`config.mk`:
```
export PLATFORM = sky130hd
export DESIGN_NAME = bus_watchdog
export DESIGN_NICKNAME = d
export VERILOG_FILES = /design/src/rtl/bus_watchdog_pkg.sv /design/src/rtl/bw_timer.sv /design/src/rtl/bw_gate.sv /design/src/rtl/bw_fsm.sv /design/src/rtl/bus_watchdog.sv
export SDC_FILE = /design/constraint.sdc
export NUM_CORES = 1
export LEC_CHECK = 0
export ABC_CLOCK_PERIOD_IN_PS = 1600
export BUFFER_PORTS_ARGS = -buffer_cell sky130_fd_sc_hd__buf_2
export CAP_MARGIN = 25
export CORE_AREA = 2 2 39 41
export CTS_CLUSTER_SIZE = 30
export DETAILED_ROUTE_END_ITERATION = 16
export DIE_AREA = 0 0 41 43
export HOLD_SLACK_MARGIN = 0.15
export PLACE_DENSITY = 0.62
export SETUP_SLACK_MARGIN = 0.5
export SLEW_MARGIN = 15
export SYNTH_ARGS = -nofsm -noshare
export SYNTH_HDL_FRONTEND = slang
export SYNTH_SLANG_ARGS = --single-unit
```
`constraint.sdc`:
```
create_clock -name clk -period 1.6 [get_ports clk]
set_clock_uncertainty 0.1 [all_clocks]
set_input_delay 0 -clock clk [delete_from_list [all_inputs] [get_ports clk]]
set_output_delay 0 -clock clk [all_outputs]
set_load 0.02 [all_outputs]
```
`src/rtl/bus_watchdog_pkg.sv`:
```
package bus_watchdog_pkg;

    typedef enum logic [2:0] {
        BW_IDLE   = 3'd0,
        BW_WAIT   = 3'd1,
        BW_ACKED  = 3'd2,
        BW_BERR   = 3'd3,
        BW_SUBACK = 3'd4
    } bw_state_e;

endpackage

```
`src/rtl/bw_timer.sv`:
```
module bw_timer #(
    parameter int LIMIT = 16
) (
    input  logic clk,
    input  logic rst_n,
    input  logic clear,
    input  logic run,
    input  logic tick,
    output logic expire
);
    localparam int CNT_W = (LIMIT > 1) ? $clog2(LIMIT) : 1;
    localparam logic [CNT_W-1:0] LAST = CNT_W'(LIMIT - 1);

    logic [CNT_W-1:0] cnt_q;

    // Counter is held at zero whenever the strobe is negated.
    always_ff @(posedge clk or negedge rst_n) begin
        if (!rst_n) begin
            cnt_q <= '0;
        end else if (clear) begin
            cnt_q <= '0;
        end else if (run && tick) begin
            cnt_q <= cnt_q + 1'b1;
        end
    end

    assign expire = run && tick && (cnt_q == LAST);

endmodule

```
`src/rtl/bw_gate.sv`:
```
module bw_gate (
    input  logic clk,
    input  logic rst_n,
    input  logic as_in,
    input  logic cycle_start,
    input  logic access_viol,
    input  logic parity_err,
    output logic as_out,
    output logic blocked
);
    logic par_pend_q;
    logic block_q;

    // Parity flag waits for the next strobe, where it is consumed.
    always_ff @(posedge clk or negedge rst_n) begin
        if (!rst_n) begin
            par_pend_q <= 1'b0;
        end else if (cycle_start) begin
            par_pend_q <= parity_err;
        end else if (parity_err) begin
            par_pend_q <= 1'b1;
        end
    end

    // Once a cycle is blocked it stays blocked until the strobe drops.
    always_ff @(posedge clk or negedge rst_n) begin
        if (!rst_n) begin
            block_q <= 1'b0;
        end else if (!as_in) begin
            block_q <= 1'b0;
        end else if (cycle_start) begin
            block_q <= access_viol || par_pend_q;
        end else if (access_viol) begin
            block_q <= 1'b1;
        end
    end

    assign blocked = block_q || access_viol || (cycle_start && par_pend_q);
    assign as_out  = as_in && !blocked;

endmodule

```
`src/rtl/bw_fsm.sv`:
```
module bw_fsm
    import bus_watchdog_pkg::*;
(
    input  logic      clk,
    input  logic      rst_n,
    input  logic      as_in,
    input  logic      ack_in,
    input  logic      expire,
    input  logic      blocked,
    output bw_state_e state,
    output logic      bus_err,
    output logic      sub_ack,
    output logic      fault_set
);
    bw_state_e state_q;
    bw_state_e state_d;

    always_ff @(posedge clk or negedge rst_n) begin
        if (!rst_n) begin
            state_q <= BW_IDLE;
        end else begin
            state_q <= state_d;
        end
    end

    always_comb begin
        state_d = state_q;
        if (!as_in) begin
            state_d = BW_IDLE;
        end else begin
            unique case (state_q)
                BW_IDLE:   state_d = ack_in ? BW_ACKED : BW_WAIT;
                BW_WAIT: begin
                    if (ack_in) begin
                        state_d = BW_ACKED;
                    end else if (expire) begin
                        state_d = blocked ? BW_SUBACK : BW_BERR;
                    end
                end
                BW_ACKED:  state_d = BW_ACKED;
                BW_BERR:   state_d = BW_BERR;
                BW_SUBACK: state_d = BW_SUBACK;
                default:   state_d = BW_IDLE;
            endcase
        end
    end

    always_comb begin
        bus_err   = 1'b0;
        sub_ack   = 1'b0;
        fault_set = 1'b0;
        unique case (state_q)
            BW_BERR:   bus_err = 1'b1;
            BW_SUBACK: sub_ack = 1'b1;
            default: ;
        endcase
        if (state_q == BW_WAIT && state_d == BW_SUBACK) begin
            fault_set = 1'b1;
        end
    end

    assign state = state_q;

endmodule

```
`src/rtl/bus_watchdog.sv`:
```
module bus_watchdog
    import bus_watchdog_pkg::*;
#(
    parameter int TIMEOUT_TICKS = 16
) (
    input  logic clk,
    input  logic rst_n,
    input  logic as_in,
    input  logic ack_in,
    input  logic tick,
    input  logic access_viol,
    input  logic parity_err,
    input  logic status_clr,
    output logic as_out,
    output logic bus_err,
    output logic sub_ack,
    output logic err_status
);
    bw_state_e state;
    logic      expire;
    logic      blocked;
    logic      fault_set;
    logic      cycle_start;
    logic      status_q;

    assign cycle_start = as_in && (state == BW_IDLE);

    bw_timer #(.LIMIT(TIMEOUT_TICKS)) timer_i (
        .clk    (clk),
        .rst_n  (rst_n),
        .clear  (!as_in),
        .run    (state == BW_WAIT),
        .tick   (tick),
        .expire (expire)
    );

    bw_gate gate_i (
        .clk         (clk),
        .rst_n       (rst_n),
        .as_in       (as_in),
        .cycle_start (cycle_start),
        .access_viol (access_viol),
        .parity_err  (parity_err),
        .as_out      (as_out),
        .blocked     (blocked)
    );

    bw_fsm fsm_i (
        .clk       (clk),
        .rst_n     (rst_n),
        .as_in     (as_in),
        .ack_in    (ack_in),
        .expire    (expire),
        .blocked   (blocked),
        .state     (state),
        .bus_err   (bus_err),
        .sub_ack   (sub_ack),
        .fault_set (fault_set)
    );

    // Sticky status: a new fault wins over a simultaneous clear.
    always_ff @(posedge clk or negedge rst_n) begin
        if (!rst_n) begin
            status_q <= 1'b0;
        end else if (fault_set) begin
            status_q <= 1'b1;
        end else if (status_clr) begin
            status_q <= 1'b0;
        end
    end

    assign err_status = status_q;

endmodule

```
# Word-level counts from Yosys, hierarchy flattened
# Cells that the tools add are included.
# totals
reg_bits,10
input_bits,8
out_inout_bits,4
elab_cells,45
# op_classes
add_sub_neg,1
n_eq_ne,8
muxes,18
n_reduce_logical,13
# ops
operator,n
case mux 3 bit (5 select lines),1
two-way mux 3 bit,4
two-way mux 1 bit,10
two-way mux 4 bit,2
"equality test 3 x 2 -> 1 bit, second input constant",2
"equality test 3 bit, second input constant",2
logical AND 1 bit,6
"adder 4 x 1 -> 4 bit, second input constant",1
"equality test 4 bit, second input constant",1
nonzero test 2 bit,2
"equality test 3 x 1 -> 1 bit, second input constant",1
logical NOT 3 bit,1
logical OR 1 bit,3
"!= test 3 x 1 -> 1 bit, second input constant",1
two-way mux 2 bit,1
"!= test 2 x 1 -> 1 bit, second input constant",1
logical NOT 1 bit,1

# Logic depth before layout (Yosys ltp)
# depth
depth_word,13
depth_mapped,4
mapped_depth_nobuf,4

# By module
# A second synthesis with hierarchy kept.
# hier_totals
hier_cells,51
area_unflattened_um2,543.0
# modules_own_cells
mod,n_inst,cells_per_inst,area_each_um2,seq_area_each_um2
bw_timer,1,20,209.0,100.1
bw_fsm,1,16,175.2,75.1
bw_gate,1,9,98.8,50.0
bus_watchdog,1,6,60.1,25.0

# Worst setup path before layout
# Ideal clock, no wire load.
# synth_timing
kind,register -> register
startpoint,"register fsm_i.state_q[2], in the netlist fsm_i.state[2]"
endpoint,register timer_i.cnt_q[3]
setup_time_ns,0.077
t_arrival_ns,1.140
t_required_ns,1.423
path_slack_ns,0.283
stages_incl_launch_ff,4
n_path_buf,0
period_less_slack_ns,1.317
cell_sequence,dfrtp_1 -> nand4bb_4 -> or3_1 -> a21oi_1
# synth_between
elab_chain_cells,3
# synth_rtl
item,line_no,source
"start, declared",bw_fsm.sv:15,bw_state_e state_q;
"start signal, assigned",bw_fsm.sv:22,state_q <= state_d;
equality test 3 x 1 -> 1 bit,bus_watchdog.sv:32,".run (state == BW_WAIT),"
logical AND 1 bit,bw_timer.sv:22,end else if (run && tick) begin
!= test 2 x 1 -> 1 bit (no source line),--,
"end signal, assigned",bw_timer.sv:23,cnt_q <= cnt_q + 1'b1;
"end, declared",bw_timer.sv:14,logic [CNT_W-1:0] cnt_q;
# Every way passes these cells.
# A chain may end at the register's enable or synchronous reset.

# Worst setup path in the final report
# layout_timing
startpoint,"register fsm_i.state_q[1], in the netlist fsm_i.state[1]"
endpoint,register timer_i.cnt_q[3]
# The elaborated chain is that of the path after synthesis.

==> out/qor.yml <==
worst_setup_path:
  path_max_fanout: 5
  r2r_end: "timer_i.cnt_q[3]"
  reg2reg_depth: 4
  rrSetupSlack_ps: 140
  crit_type: "reg -> reg"
  slowest_delay_ps: 440
  crit_arrival_ps: 1560
  worstSetupEndpointType: "flop"
  timing.rr.start: "fsm_i.state[1]"
  crit_chain: "buf_6 > nand4bb_4 > or3_4 > a21oi_2"
  crit_required_ps: 1700
  cp-start-kind: "flop"
  cp_slowest_cell: "dfrtp_2"
cts:
  ctsHoldBuffers: 7
  htreeDepth: 1
  clock_sink_count: 10
  cts_made_buffers: 3
  cts_tree: "yes"
  clock_latency_ps: 270
  cts-root-buf: "clkbuf_4"
  clk_path_buf_depth: 2
  path_clk_slew_ps: 80
outcome:
  status: "finished, violations left"
  violations: "hold timing"
die:
  core_mm2: 0.00138
  dieHeight_um: 43
  die_w_um: 41
  dieArea_mm2: 0.00176
  pin_count: 12
  start_util_pct: 41.6
  row_count: 14
yosys:
  postSynthAreaPerCell_um2: 10.3
  synthArstFlopShare_pct: 100
  syn_inst: 56
  synth_edf_count: 0
  syn_area_um2: 576
  synthFlopType: "dfrtp_1"
  synth_nets: 65
  synth_seq_cells: 10
  yosysWarnings: 0
  yosysUniqueCellTypes: 28
  ys_seq_area_share_pct: 43.5
timing:
  max_freq_ghz: 0.685
  finalCriticalPeriod_ps: 1460
  finalMaxSlewViolations: 0
  rsz0062_at_grt: "yes"
  finalCritPeriodShare_pct: 91.3
  tns_ps: 0
  finalSetupViolCount: 0
  hold_viol: 2
  worst_slew_pin_slew_ps: 274
  worst_slack_ps: 140
  slew_headroom_pct: 81.7
  holdWs_ps: -105
hold_path:
  min_path_type: "in -> reg"
  min_from: "as_in"
  hold_end: "fsm_i.state[1]"
  holdPathStages: 3
place:
  dp_worst_setup_slack_ps: 223
  gp_congestion: 0.807
  port_buffers: 11
  dpl.hpwl_um: 929
drt:
  detail-route-antenna-nets: 0
  vias: 577
  vias_per_cell: 5.50
  drt_iter0_drc: 10
  wl_per_cell_um: 15.4
  wl_um: 1620
  dr.pass1.iters: 4
  drcViolationCount: 0
cells_and_area:
  antennaDiodeCount: 0
  nNetsFinal: 99
  area_growth_pct: 65.4
  seqCellArea_um2: 254
  drive_above_1_share_pct: 52.8
  multi_input_area_um2: 369
  fin_util_pct: 68.8
  nFillCells: 119
global_route:
  grt.overflow.total: 0
  grt_max_degree: 11
  grt_pass1_wl_um: 2530
  antenna_found_initial: 0
  grt_pass1_vias: 564
  track_usage_pct: 22.3
flow_run:
  maxCapViolCount: 0
power_and_ir_drop:
  leakagePower_nw: 0.431
  ir_worst_vdd_uv: 435
  p_per_area_mw_per_mm2: 687
  power_w: 0.000654
[per-stage QoR]
step,hold WS (ps),cell area [um^2],std cells
detailed placement,-223,644,82
floorplan,-396,581,56
global placement,-224,644,82
global route,-103,952,105
CTS,-109,862,101
finish,-105,952,105
[flip-flops by register name (all words and copies together) (netlist names)]
signal	cells
timer_i.cnt_q	4
fsm_i.state	3
err_status	1
gate_i.block_q	1
gate_i.par_pend_q	1
[Yosys cell counts (2+ instances only)]
cell / instances / area [um^2]
dfrtp_1: 10 / 250
nand2_1: 6 / 22.5
nor2_1: 4 / 15.0
or3_1: 2 / 12.5
and4bb_2: 2 / 25.0
inv_1: 4 / 15.0
a21oi_1: 4 / 20.0
o21ai_0: 4 / 20.0
[worst max path at each step]
stage | cells after the start | slack (ps) | from | end
finish | 4 | 140 | fsm_i.state[1] | timer_i.cnt_q[3]
global route | 3 | 80 | gate_i.par_pend_q | as_out
CTS | 3 | 160 | gate_i.par_pend_q | as_out
detailed placement | 3 | 220 | fsm_i.state[1] | timer_i.cnt_q[3]
global placement | 3 | 240 | fsm_i.state[0] | fsm_i.state[1]
floorplan | 4 | 310 | fsm_i.state[1] | timer_i.cnt_q[2]
[repair_timing]
action / in CTS / in global routing
setup buffers: 8 / 4
endpoints found under the hold margin: 20 / 7
endpoints found under the setup margin: 13 / 13
pin swaps: 9 / 6
gates resized for setup: 15 / 13
[area by class of cell]
type	instances	share of cell area [%]
Inverter	4	1.58
Timing Repair Buffer	30	27.1
Clock buffer	4	3.81
Sequential cell	10	26.7
Tap cell	16	2.10
Multi-Input combinational cell	41	38.8
[critical path, delay by kind of cell (launching register included)]
| kind | cells | cell delay (ps) |
|---|---|---|
| AND/OR/NAND/NOR | 2 | 590 |
| flip-flops | 1 | 440 |
| buffers and inverters | 1 | 140 |
| AO/OA/AOI/OAI | 1 | 120 |
[where the power goes]
part | switching (W) | internal, W | leakage (nW)
Clock | 0.0000978 | 0.000138 | 0.0210
Sequential | 0.0000129 | 0.000263 | 0.128
Combinational | 0.0000617 | 0.0000802 | 0.283
Total | 0.000172 | 0.000482 | 0.431
[cells in the final DEF, fill, tap and decap left out, types with 2 or more instances in the layout]
cell and n:
o21ai_0 4, nand2_1 3, nor2_1 2, inv_1 4, dfrtp_2 3, nor2_4 2
buf_2 8, clkbuf_4 3, a21oi_1 3, buf_4 8, buf_6 6, dfrtp_1 7
nand2_2 2, dlygate4sd3_1 7
[layer usage]
layer | track usage [%] | vias to the layer above | wire length (um)
li1 | - | 271 | -
met1 | 25.1 | 287 | 632
met2 | 36.6 | 17 | 901
met3 | 6.28 | 2 | 66
met4 | 10.0 | 0 | 14
met5 | 0 | - | 0
[kinds of logic after synthesis]
| group | synth area share, % |
|---|---|
| DFF | 43.5 |
| xor gates and xnor gates | 1.52 |
| buffers and inverters | 4.56 |
| AOI/OAI and AO/OA | 21.7 |
| and+or+nand+nor | 24.8 |
| adders and majority gates | 2.17 |
| muxes | 1.74 |
No activity file was read; power rests on OpenSTA's default activity.
